--- src/rtl/msi_frame_pkg.sv ---
package msi_frame_pkg;

    // Access size encoding on the register bus
    typedef enum logic [1:0] {
        SZ_BYTE = 2'd0,
        SZ_HALF = 2'd1,
        SZ_WORD = 2'd2,
        SZ_RSVD = 2'd3
    } acc_size_e;

    // Register offsets inside the 4 KB frame
    localparam logic [11:0] OFF_TYPE     = 12'h008;
    localparam logic [11:0] OFF_DOORBELL = 12'h040;
    localparam logic [11:0] OFF_IDENT    = 12'hFCC;
    localparam logic [11:0] OFF_ZBLK_LO  = 12'hFD0;
    localparam logic [11:0] OFF_ZBLK_HI  = 12'hFFC;

    localparam int          GLOBAL_OFFSET = 32;
    localparam int          MAX_LINES     = 128;
    localparam int          GLOBAL_LIMIT  = 1020;
    localparam logic [11:0] PRODUCT_CODE  = 12'h051;

    // Decoded access class for one bus cycle
    typedef struct packed {
        logic ring;   // accepted doorbell write
        logic rd_ok;  // word-size read (data may still be zero)
        logic err;    // access dropped, flag raised
    } acc_decode_t;

endpackage

--- src/rtl/msi_access_decode.sv ---
module msi_access_decode
    import msi_frame_pkg::*;
(
    input  logic        valid,
    input  logic        write,
    input  logic [11:0] addr,
    input  logic [1:0]  size,
    output acc_decode_t dec
);
    logic size_rd_ok;
    logic size_wr_ok;
    logic known_rd;
    logic is_bell;

    always_comb begin
        size_rd_ok = (size == SZ_WORD);
        size_wr_ok = (size == SZ_HALF) || (size == SZ_WORD);
        is_bell    = (addr == OFF_DOORBELL);
        known_rd   = (addr == OFF_TYPE) || (addr == OFF_IDENT) ||
                     ((addr >= OFF_ZBLK_LO) && (addr <= OFF_ZBLK_HI));

        dec.ring  = valid && write && is_bell && size_wr_ok;
        dec.rd_ok = valid && !write && size_rd_ok;
        if (!valid)
            dec.err = 1'b0;
        else if (write)
            dec.err = !(is_bell && size_wr_ok);
        else
            dec.err = !(size_rd_ok && known_rd);
    end
endmodule

--- src/rtl/msi_read_mux.sv ---
module msi_read_mux
    import msi_frame_pkg::*;
#(
    parameter int SPI_BASE   = 16,
    parameter int LINE_COUNT = 64
) (
    input  logic [11:0] addr,
    input  logic        rd_ok,
    output logic [31:0] data
);
    localparam logic [15:0] FIRST_G    = 16'(SPI_BASE + GLOBAL_OFFSET);
    localparam logic [15:0] COUNT_W    = 16'(LINE_COUNT);
    localparam logic [31:0] TYPE_WORD  = {FIRST_G, COUNT_W};
    localparam logic [31:0] IDENT_WORD = {PRODUCT_CODE, 20'h0};

    always_comb begin
        data = 32'h0;
        if (rd_ok) begin
            case (addr)
                OFF_TYPE:  data = TYPE_WORD;
                OFF_IDENT: data = IDENT_WORD;
                default:   data = 32'h0;
            endcase
        end
    end
endmodule

--- src/rtl/msi_line_map.sv ---
module msi_line_map
    import msi_frame_pkg::*;
#(
    parameter int SPI_BASE   = 16,
    parameter int LINE_COUNT = 64
) (
    input  logic                  ring,
    input  logic [9:0]            gnum,
    output logic [LINE_COUNT-1:0] hit
);
    // One comparator per line; numbers outside the window match none
    for (genvar i = 0; i < LINE_COUNT; i++) begin : g_line
        localparam logic [9:0] LINE_G = 10'(SPI_BASE + GLOBAL_OFFSET + i);
        assign hit[i] = ring && (gnum == LINE_G);
    end
endmodule

--- src/rtl/msi_doorbell_frame.sv ---
module msi_doorbell_frame
    import msi_frame_pkg::*;
#(
    parameter int SPI_BASE   = 16,
    parameter int LINE_COUNT = 64
) (
    input  logic                  clk,
    input  logic                  rst,
    input  logic                  bus_valid,
    input  logic                  bus_write,
    input  logic [11:0]           bus_addr,
    input  logic [31:0]           bus_wdata,
    input  logic [1:0]            bus_size,
    output logic [31:0]           rd_data,
    output logic                  bus_err,
    output logic [LINE_COUNT-1:0] irq_lines
);
    localparam bit CFG_OK = (LINE_COUNT >= 1) && (LINE_COUNT <= MAX_LINES) &&
                            (SPI_BASE >= 0) &&
                            (SPI_BASE + GLOBAL_OFFSET + LINE_COUNT <= GLOBAL_LIMIT);

    if (!CFG_OK) begin : g_cfg_bad
        $error("msi_doorbell_frame: line window exceeds the global number space");
    end

    typedef struct packed {
        logic [LINE_COUNT-1:0] irq;
        logic                  err;
        logic [31:0]           rdata;
    } frame_state_t;

    frame_state_t          st_d, st_q;
    acc_decode_t           dec;
    logic [31:0]           rd_word;
    logic [LINE_COUNT-1:0] hit;

    msi_access_decode u_dec (
        .valid (bus_valid),
        .write (bus_write),
        .addr  (bus_addr),
        .size  (bus_size),
        .dec   (dec)
    );

    msi_read_mux #(.SPI_BASE(SPI_BASE), .LINE_COUNT(LINE_COUNT)) u_rd (
        .addr  (bus_addr),
        .rd_ok (dec.rd_ok),
        .data  (rd_word)
    );

    msi_line_map #(.SPI_BASE(SPI_BASE), .LINE_COUNT(LINE_COUNT)) u_map (
        .ring  (dec.ring),
        .gnum  (bus_wdata[9:0]),
        .hit   (hit)
    );

    always_comb begin
        st_d       = '0;
        st_d.irq   = hit;
        st_d.err   = dec.err;
        st_d.rdata = rd_word;
    end

    always_ff @(posedge clk) begin
        if (rst) st_q <= '0;
        else     st_q <= st_d;
    end

    assign irq_lines = st_q.irq;
    assign bus_err   = st_q.err;
    assign rd_data   = st_q.rdata;


    reset_clear_chk: assert property (@(posedge clk)
        rst |=> (irq_lines == '0 && !bus_err && rd_data == 32'h0));


    single_line_chk: assert property (@(posedge clk) disable iff (rst)
        $onehot0(irq_lines));


    pulse_source_chk: assert property (@(posedge clk) disable iff (rst)
        (irq_lines != '0) |-> $past(bus_valid && bus_write && bus_addr == OFF_DOORBELL));


    pulse_no_err_chk: assert property (@(posedge clk) disable iff (rst)
        (irq_lines != '0) |-> !bus_err);


    bad_read_size_chk: assert property (@(posedge clk) disable iff (rst)
        (bus_valid && !bus_write && bus_size != SZ_WORD) |=> (bus_err && rd_data == 32'h0));


    bad_write_off_chk: assert property (@(posedge clk) disable iff (rst)
        (bus_valid && bus_write && bus_addr != OFF_DOORBELL) |=> (bus_err && irq_lines == '0));


    bad_write_size_chk: assert property (@(posedge clk) disable iff (rst)
        (bus_valid && bus_write && (bus_size == SZ_BYTE || bus_size == SZ_RSVD))
        |=> (bus_err && irq_lines == '0));


    idle_quiet_chk: assert property (@(posedge clk) disable iff (rst)
        !bus_valid |=> (irq_lines == '0 && !bus_err && rd_data == 32'h0));
endmodule

--- config.mk ---
export PLATFORM = sky130hd
export DESIGN_NAME = msi_doorbell_frame
export DESIGN_NICKNAME = d
export VERILOG_FILES = /design/src/rtl/msi_frame_pkg.sv /design/src/rtl/msi_access_decode.sv /design/src/rtl/msi_read_mux.sv /design/src/rtl/msi_line_map.sv /design/src/rtl/msi_doorbell_frame.sv
export SDC_FILE = /design/constraint.sdc
export NUM_CORES = 1
export LEC_CHECK = 0
export BUFFER_PORTS_ARGS = -buffer_cell sky130_fd_sc_hd__buf_2
export CAP_MARGIN = 20
export CORE_MARGIN = 3
export CORE_UTILIZATION = 43
export CTS_CLUSTER_DIAMETER = 150
export DETAILED_ROUTE_END_ITERATION = 7
export PLACE_DENSITY_LB_ADDON = 0.25
export SLEW_MARGIN = 5
export SYNTH_ARGS = -nofsm -noshare
export SYNTH_HDL_FRONTEND = slang
export SYNTH_SLANG_ARGS = --single-unit
--- constraint.sdc ---
create_clock -name clk -period 2.4 [get_ports clk]
set_clock_uncertainty 0.15 [all_clocks]
set_input_delay 0.12 -clock clk [delete_from_list [all_inputs] [get_ports clk]]
set_output_delay 0.12 -clock clk [all_outputs]
set_load 0.02 [all_outputs]
Word-level counts from Yosys, hierarchy flattened
Cells that the tools add are included.

$lt $le $gt $ge: 2. Eq/ne operators: 69. Muxes and demuxes: 2. Bitwise operators: 2. Reductions and logical operators: 80.

Operators by type and width (number): 10-bit by 7-bit == test with 1-bit output (second input constant) (48); 10-bit by 6-bit == test with 1-bit output (second input constant) (16); 1-bit logical AND (72); 27-bit one-hot mux with 2 select lines (1); 12-bit == test (second input constant) (1); 12-bit by 4-bit == test with 1-bit output (second input constant) (1); 12-bit by 7-bit == test with 1-bit output (second input constant) (1); 12-bit >= comparator (second input constant) (1); 12-bit <= comparator (second input constant) (1); 2-bit OR reduction (2); 1-bit zero test (3); 1-bit logical OR (3); 2-bit by 1-bit == test with 1-bit output (second input constant) (1); 2-bit == test (second input constant) (1); 1-bit NOT (2); 1-bit 2-to-1 mux (1).

Flip-flop bits (word level): 97. Logic and storage cells: 158.

Depth between registers and ports, before layout
Gate-level depths: netlist of run 1.

Depth after elaboration: 6. Depth in mapped cells: 6. Depth with buffers taken out: 5.

Cells and area by module
From an unflattened synthesis of run 1, not the netlist that was laid out.

Cells, all modules: 369. Area total of the unflattened synthesis: 3873.7 sq um.

By module, submodules not included: msi_doorbell_frame (instances 1, cells an instance 204, area each 2608.8 sq um, sequential area each 1941.9 sq um); msi_line_map (instances 1, cells an instance 105, area each 848.3 sq um, sequential area each 0.0 sq um); msi_read_mux (instances 1, cells an instance 40, area each 281.5 sq um, sequential area each 0.0 sq um); msi_access_decode (instances 1, cells an instance 20, area each 135.1 sq um, sequential area each 0.0 sq um).

Least setup slack after synthesis of run 1
Ideal clock, no wire load.

Path kind: in2reg. Start: input port bus_addr[1]. End: register st_q (netlist bit irq_lines[50]). Library setup time: 92 ps. Arrival time: 1622 ps. Required time: 2158 ps. Path slack: 536 ps. Stages: 5. Path buffers: 2. Cell sequence: or4_4 -> or4b_1 -> buf_6 -> buf_6 -> nor4_1.

Cells in the longest elaborated chain, start to end: 4.

Ends and longest elaborated chain: start: declaration (line msi_doorbell_frame.sv:11) `input logic [11:0] bus_addr,`; 12-bit by 7-bit == test with 1-bit output (line msi_access_decode.sv:18) `is_bell = (addr == OFF_DOORBELL);`; 1-bit logical AND (2 in series) (line msi_access_decode.sv:22) `dec.ring = valid && write && is_bell && size_wr_ok;`; 1-bit logical AND (line msi_line_map.sv:14) `assign hit[i] = ring && (gnum == LINE_G);`; end signal: assignment (line msi_doorbell_frame.sv:66) `else st_q <= st_d;`; end: declaration (line msi_doorbell_frame.sv:32) `frame_state_t st_d, st_q;`.

No other way between the ends. A chain may end at the register's enable or synchronous reset.

Worst setup path after layout of run 1
Start: input port bus_addr[1]. End: register st_q (netlist bit rd_data[21]).

Cells in the longest elaborated chain, start to end: 2.

Ends and longest elaborated chain: 12-bit == test / 12-bit by 4-bit == test with 1-bit output (equally long branches) (line msi_read_mux.sv:19) `case (addr)`; 27-bit one-hot mux with 2 select lines * (line msi_read_mux.sv:19).

Every way passes the cells marked *; elsewhere a longest branch is shown, timed or not.

==> results of run 1 <==
==> flip-flops by register name, summed over array words and instances, names as in the netlist <==
| signal | count |
|---|---|
| bus_err | 1 |
| irq_lines | 64 |
| rd_data | 3 |
==> power breakdown <==
part	switching, mW	total [mW]	internal [mW]
Combinational	0.0897	0.127	0.0371
Clock	0.395	0.870	0.475
Sequential	0.000146	1.13	1.13
==> cell usage in the layout (no fill, tap or decap), types with 2 or more instances in the layout <==
cell type / Yosys / layout
sky130_fd_sc_hd__buf_2: 0 / 97
sky130_fd_sc_hd__buf_4: 29 / 3
sky130_fd_sc_hd__clkbuf_1: 11 / 2
sky130_fd_sc_hd__clkbuf_8: 0 / 9
sky130_fd_sc_hd__conb_1: 1 / 27
sky130_fd_sc_hd__dfxtp_1: 68 / 68
sky130_fd_sc_hd__dlygate4sd3_1: 0 / 4
sky130_fd_sc_hd__inv_1: 2 / 2
sky130_fd_sc_hd__nand2_1: 11 / 11
sky130_fd_sc_hd__nand3_1: 8 / 8
sky130_fd_sc_hd__nand3b_1: 3 / 3
sky130_fd_sc_hd__nor2_1: 5 / 5
sky130_fd_sc_hd__nor2b_1: 4 / 4
sky130_fd_sc_hd__nor3_1: 3 / 3
sky130_fd_sc_hd__nor3b_1: 2 / 2
sky130_fd_sc_hd__nor4_1: 57 / 57
sky130_fd_sc_hd__nor4_2: 8 / 8
sky130_fd_sc_hd__nor4bb_1: 4 / 4
sky130_fd_sc_hd__or3_1: 2 / 2
==> final timing paths <==
kind	to	slack (ns)
setup / recovery	rd_data[21]	0.14
hold / removal	irq_lines[63]	0.03
==> cells by family after synthesis <==
logic type / count (synthesis)
buffers and inverters: 50
other: 1
DFF: 68
adders and majority gates: 1
and+or+nand+nor: 117
AOI/OAI and AO/OA: 3
==> metal layers <==
metal / wire [um] / global-route usage
met3: 467 / 0.05640
met5: 0 / 0
met1: 2442 / 0.2079
met4: 39 / 0.06373
met2: 2758 / 0.2764
==> per-stage QoR <==
| stage | hold slack, ns | area (um^2) | worst slack, ns | utilization | cells |
|---|---|---|---|---|---|
| after floorplan | 0.1462 | 2629 | 0.5363 | - | 266 |
| final | 0.03053 | 3136 | 0.1365 | 0.5591 | 410 |
| after global placement | 0.3219 | 2913 | 0.2065 | 0.5194 | 391 |
| after CTS | 0.01060 | 3136 | 0.1425 | 0.5591 | 410 |
| after global routing | 0.02959 | 3136 | 0.06381 | 0.5591 | 410 |
| after detailed placement | 0.3223 | 2913 | 0.1688 | 0.5194 | 391 |
==> cell type report <==
type,count,area [um^2]
sequential,68,1361
fill,518,2472
clock inverter,4,51.30
timing repair buffer,105,568.0
clock buffer,11,131.4
inverter,2,7.507
tap,72,90.09
multi-input combinational,148,925.9
==> results.md, run 1 <==
- Dividing the detail-routed via count by the number of cells gives 5.024.
- The worst-path cell with the longest stage delay is sky130_fd_sc_hd__or4b_2.
- Dividing total power by cell area gives a power density of 678.0 nW/um^2.
- The critical path buffer and inverter count is 3.
- The highest achievable clock rate is 441.8 MHz.
- In this run the standard cell core region covers 5608 um^2.
- The category of the critical setup timing path is input port to flop.
- In the finished design, the share of the clock period the worst path needs comes to 0.9431.
- The critical path runs through a total of 6 cells.
- The maximum count of clock buffers along a single path is 2.
- STA puts the critical path data required time at 2.52 ns.
- The total I/O pin count is 147.
- The origin of the worst setup path is bus_addr[1].
- The initial antenna violation count is 0.
- Overall power consumption after layout is estimated at 2.126 mW.
- The number of buffers created by CTS is 9.
- The share of the yosys chip area belonging to registers is 0.5378.
- The critical path startpoint category is an input port.
- The number of iterations in the first detailed-routing pass is 4.
- The area of the mapped netlist is 2531 um^2.
- Among all flip-flop cells after synthesis, the most frequent one is sky130_fd_sc_hd__dfxtp_1.
- The worst hold path begins at bus_wdata[1].
- The die outline height is 82.73 um.
- The number of hold violations in the final report is 0.
- Measured against its own limit, the worst slew margin works out to 0.5693.
- Across every metal layer, demand over resource in global routing totals 0.1698.
- The via count of the first global-routing pass is 1758.
- In this run the static leakage power is 1.356 nW.
- The commonest cells after synthesis are sky130_fd_sc_hd__dfxtp_1, sky130_fd_sc_hd__nor4_1, sky130_fd_sc_hd__buf_4.
- The setup violation total in the final timing report is 0.
- The number of enable flip-flop cells after synthesis is 0.
- The share of Yosys cell area claimed by the top area cell type is 0.5378.
- The global-route wire length before repair is 8604 um.
- The flow ran to the end, and the final reports show no timing, DRC or antenna violations.
- The total number of vias is 2060.
- IR analysis of the VDD net gives a maximum drop of 287.1 uV.
- Of the cells placed in the final design, the portion with a size suffix greater than 1 is 0.3757.
- The HPWL after detailed placement is 4030 um.
- The die covers 6843 um^2.
- After synthesis, the share of flip-flops with an asynchronous set or reset is 0.
- The relative area change from synthesis to final layout is 23.88%.
- The number of synthesized register bits is 68.
- The post-layout net count is 385.
- For this block, the initial DRC count from the detailed router was 87.
- The total wire length is 5708 um.
- The initial utilization of the core area, before any placement, comes to 0.4514.
- The synthesized-area fraction occupied by ao, oa, aoi and oai cells is 0.01483.
- In this run the tool buffered the top-level ports with 97 buffer cells.
- The adder-cell share of the synthesized area is 0.004943.
- The tightest min-delay check is of the input port to flop type.
- The final weighted congestion of routability-driven global placement is 0.7769.
- Post-CTS timing repair inserted 0 buffers for setup.
- Counting I/O delays and the setup requirement, the final critical path takes 2.264 ns.
- The kind of cell with the highest combined delay along the critical path is simple AND/OR/NAND/NOR gates.
- The number of gates resized after CTS was 0.
- The measured slew at the worst slew-check pin is 0.6443 ns.
- The overall die width is 82.73 um.
- The number of antenna-violating nets in the routed design is 0.
- Among all cell types in the netlist, the one instantiated most often is sky130_fd_sc_hd__dfxtp_1.
- The simple logic cell fraction of the synthesized area is 0.3060.
- The proportion of synthesized area in mux cells is 0.
- Counting every sink on the clock net gives 68.
- The number of antenna diodes in the final layout is 0.
- The total overflow left after global routing is 0.
- The count of pins over their slew limit is 0.
- Setup total negative slack on the finished layout was measured at 0 ns.
- Synthesis produced 240 cells.
- By area, the combinational part of the netlist is dominated by simple AND/OR/NAND/NOR gates.
- The cell taking the most area after synthesis is sky130_fd_sc_hd__dfxtp_1.
- The critical path arrival is 2.38 ns.
- The distinct cell type count after synthesis is 32.
- The clock root buffer is sky130_fd_sc_hd__clkbuf_8.
- The clock-pin slew of the registers on the worst-case setup and hold paths is 0.07 ns.
- The CTS tree is yes.
- The critical path goes through buf_2 > or4_4 > or4b_2 > buf_12 > nor3_1 > dlygate4sd3_1.
- The H-tree depth is 3.
- The wire length per cell after detailed routing is 13.92 um.
- The nature of the critical path endpoint is a flop.
- The number of maximum-capacitance violations is 0.
- The maximum number of pins on one net before global-route repair is 52.
- The row count is 27.
- Sorting the synthesized cells by area gives the leading types as sky130_fd_sc_hd__dfxtp_1, sky130_fd_sc_hd__nor4_1, sky130_fd_sc_hd__buf_4.
- The average instance in the mapped netlist occupies 10.55 um^2.
- Setup repair after global routing left no endpoint under its margin.
- Along the worst hold path, the cell count comes to 3.
- The count of warnings emitted by yosys is 0.
- The largest single stage delay on the critical path is 0.66 ns.
- The remaining routing DRC violations is 0.
- Of all nets on the critical path, the largest fanout is 51.
- Hold repair after CTS inserted 4 buffers.
- Of the total synthesized cell area, the portion taken by XOR and XNOR cells is 0.
Power figures use the tool's default switching activity.
==> inputs of run 2 (changes only) <==
--- a/config.mk
+++ b/config.mk
@@ -8,7 +8,7 @@
 export BUFFER_PORTS_ARGS = -buffer_cell sky130_fd_sc_hd__buf_2
 export CAP_MARGIN = 20
 export CORE_MARGIN = 3
-export CORE_UTILIZATION = 43
+export CORE_UTILIZATION = 46
 export CTS_CLUSTER_DIAMETER = 150
 export DETAILED_ROUTE_END_ITERATION = 7
 export PLACE_DENSITY_LB_ADDON = 0.25
==> constraint.sdc (replaced) <==
create_clock -name clk -period 2.9 [get_ports clk]
set_clock_uncertainty 0.15 [all_clocks]
set_input_delay 0.145 -clock clk [delete_from_list [all_inputs] [get_ports clk]]
set_output_delay 0.145 -clock clk [all_outputs]
set_load 0.02 [all_outputs]
==> run 2 against run 1 <==
Compared with the run above:
- sequential share of layout area down 0.14 points
- combinational power decreased by 20%
- flip-flop and latch count unchanged
- global-route usage increased by 0.86 points
- power shrank 9.6%
- sequential power is 17% lower
- critical path depth decreased by 1
- cell count shrank 0.98%
- non-clock buffer count shrank 3
- clock-buffer cell count is 1 higher
- largest cell class unchanged
==> results.md, run 2 (synthesis results as in run 1) <==
- The CTS tree is yes.
- The number of antenna-violating nets in the routed design is 0 (unchanged).
- The wire length per cell after detailed routing is 13.86 um (-0.45%).
- The floorplan die area is 6429 um^2 (-6.1%).
- For the finished layout, the period the worst path requires is 1.986 ns.
- STA classifies the critical path startpoint as an input port.
- The total wire length is 5627 um (-1.4%).
- The total routing usage reported by global routing came to 0.1784 (+0.008578).
- The post-layout net count is 382 (-0.78%).
- The maximum count of clock buffers along a single path is 2 (unchanged).
- The global-route wire length before repair is 8652 um (+0.56%).
- The top cell types in the final layout, fill and taps aside, are sky130_fd_sc_hd__buf_2, sky130_fd_sc_hd__dfxtp_1, sky130_fd_sc_hd__nor4_1.
- The critical path arrival is 2.07 ns (-0.31 ns).
- From synthesis to final layout, the design area changed by 24.27%.
- The count of hold buffers inserted by post-cts repair is 2 (-2).
- The setup violation total in the final timing report was 0 (unchanged).
- The number of buffers created by CTS is 9 (unchanged).
- The row count is 26 (-3.7%).
- The clock-pin slew of the registers on the worst-case setup and hold paths is 0.07 ns (about the same).
- The aggregate global routing overflow was 0 (unchanged).
- The worst IR drop on VDD came to 261.6 uV (-8.9%).
- Setup repair after global routing left no endpoint under its margin.
- The biggest fanout along the worst timing path was 51 (unchanged).
- The count of pins over their slew limit is 0 (unchanged).
- Leaving out fill and tap cells, the most frequent cell in the layout is sky130_fd_sc_hd__buf_2.
- The headroom to the max-slew limit came to 0.6071 (+0.03778).
- The total clock sinks is 68 (unchanged).
- The final period utilization is 0.6849.
- The total number of vias is 2014 (-2.2%).
- The highest achievable clock rate is 503.5 MHz.
- The number of buffer cells added on primary ports is 97 (unchanged).
- The fill cell total of the finished layout is 474 (-8.5%).
- The worst path required time is 2.98 ns (+0.46 ns).
- The worst-case setup margin in the final layout was 0.9139 ns (+0.7775 ns).
- The category of the critical setup timing path is input port to flop.
- The final weighted congestion of routability-driven global placement is 0.7591 (-2.3%).
- The initial detailed-routing violation count is 123 (+41%).
- The total I/O pin count came to 147 (unchanged).
- The nature of the critical path endpoint is a flop.
- The most critical setup path has its startpoint at bus_addr[1].
- The instance area at placement is 2890 um^2 (-0.77%).
- The core area is 5205 um^2 (-7.2%).
- The number of hold violations in the final report is 0 (unchanged).
- The power density over the cells is 610.8 nW/um^2 (-9.9%).
- The number of flip-flops in the largest register is 64 (unchanged).
- The number of iterations in the first detailed-routing pass came to 4 (unchanged).
- The endpoint of the worst setup timing path is irq_lines[18].
- The initial antenna violation count is 0 (unchanged).
- The final total negative setup slack is 0 ns (unchanged).
- The via count of the first global-routing pass is 1772 (+0.80%).
- The initial core utilization came to 0.4863 (+0.03494).
- The number of buffers inserted by post-CTS setup repair was 0 (unchanged).
- The clock root buffer is sky130_fd_sc_hd__clkbuf_8.
- The count of antenna diodes in the layout is 0 (unchanged).
- The remaining routing DRC violations is 0 (unchanged).
- The maximum number of pins on one net before global-route repair is 52 (unchanged).
- The fraction of layout cells with a size suffix above 1 is 0.3839 (+0.008189).
- The number of maximum-capacitance violations is 0 (unchanged).
- The H-tree depth was 3 (unchanged).
- The footprint of the multi-input gates came to 925.9 um^2 (unchanged).
- The worst min-delay path category is input port to flop.
- The post-detailed-route via-to-cell ratio is 4.961 (-1.3%).
- The sequential cell area in the final layout is 1361 um^2 (unchanged).
- The overall die width was 80.18 um (-3.1%).
- The measured slew at the worst slew-check pin is 0.5878 ns (-0.05651 ns).
- The minimum setup slack after placement is 0.5836 ns (+0.4148 ns).
- The static leakage is 1.366 nW (+0.73%).
- The HPWL after detailed placement is 3911 um (-3.0%).
- The post-route total power is 1.921 mW (-9.6%).
- The run finished with clean final reports.
- The die outline height is 80.18 um (-3.1%).
- The final cell area excluding filler cells was 3146 um^2 (+0.32%).
- The number of gates resized after CTS was 0 (unchanged).
run 2: cell types whose count changed in the layout (fill, tap and decap cells not counted), sizes merged:
cell         change
clkinvlp         -1
clkbuf           +1
bufinv           +1
dlygate4sd3      -2
buf              -1
run 2: critical path, stage by stage:
cell	delay [ns]
sky130_fd_sc_hd__buf_2	0.11
sky130_fd_sc_hd__or4_4	0.53
sky130_fd_sc_hd__or4b_2	0.61
sky130_fd_sc_hd__buf_4	0.31
sky130_fd_sc_hd__nor4_1	0.34
run 2: stage by stage:
step	std cells	hold WS, ns	util
floorplan	266	0.1712	-
global placement	388	0.3340	0.5553
detailed placement	388	0.3386	0.5553
CTS	406	0.004723	0.6043
global route	406	0.03137	0.6043
finish	406	0.02311	0.6043
run 2: worst min path at each step:
stage,startpoint,depth (start not counted),endpoint,slack [ns]
finish,bus_addr[6],3,rd_data[21],0.02
detailed placement,rst,3,bus_err,0.34
CTS,bus_valid,3,rd_data[21],0.005
global placement,rst,3,bus_err,0.33
global route,bus_valid,3,rd_data[21],0.03
floorplan,rst,2,bus_err,0.17
run 2: layer usage:
layer | track usage | vias to the layer above | part of all wire
met3 | 0.05045 | 6 | 0.11
li1 | - | 1028 | -
met1 | 0.2174 | 876 | 0.42
met2 | 0.2831 | 104 | 0.46
met5 | 0 | - | 0
met4 | 0.09628 | 0 | 0.015
run 2: final cells by class:
type	instances	area share
sequential	68	0.4328
multi-input combinational	148	0.2944
timing repair buffer	102	0.1679
clock buffer	12	0.05251
tap	70	0.02784
clock inverter	4	0.02228
inverter	2	0.002387
run 2: power breakdown:
part,internal (mW),switching (mW)
Sequential,0.934,0.000152
Clock,0.551,0.333
Combinational,0.0292,0.0733
Total,1.51,0.406
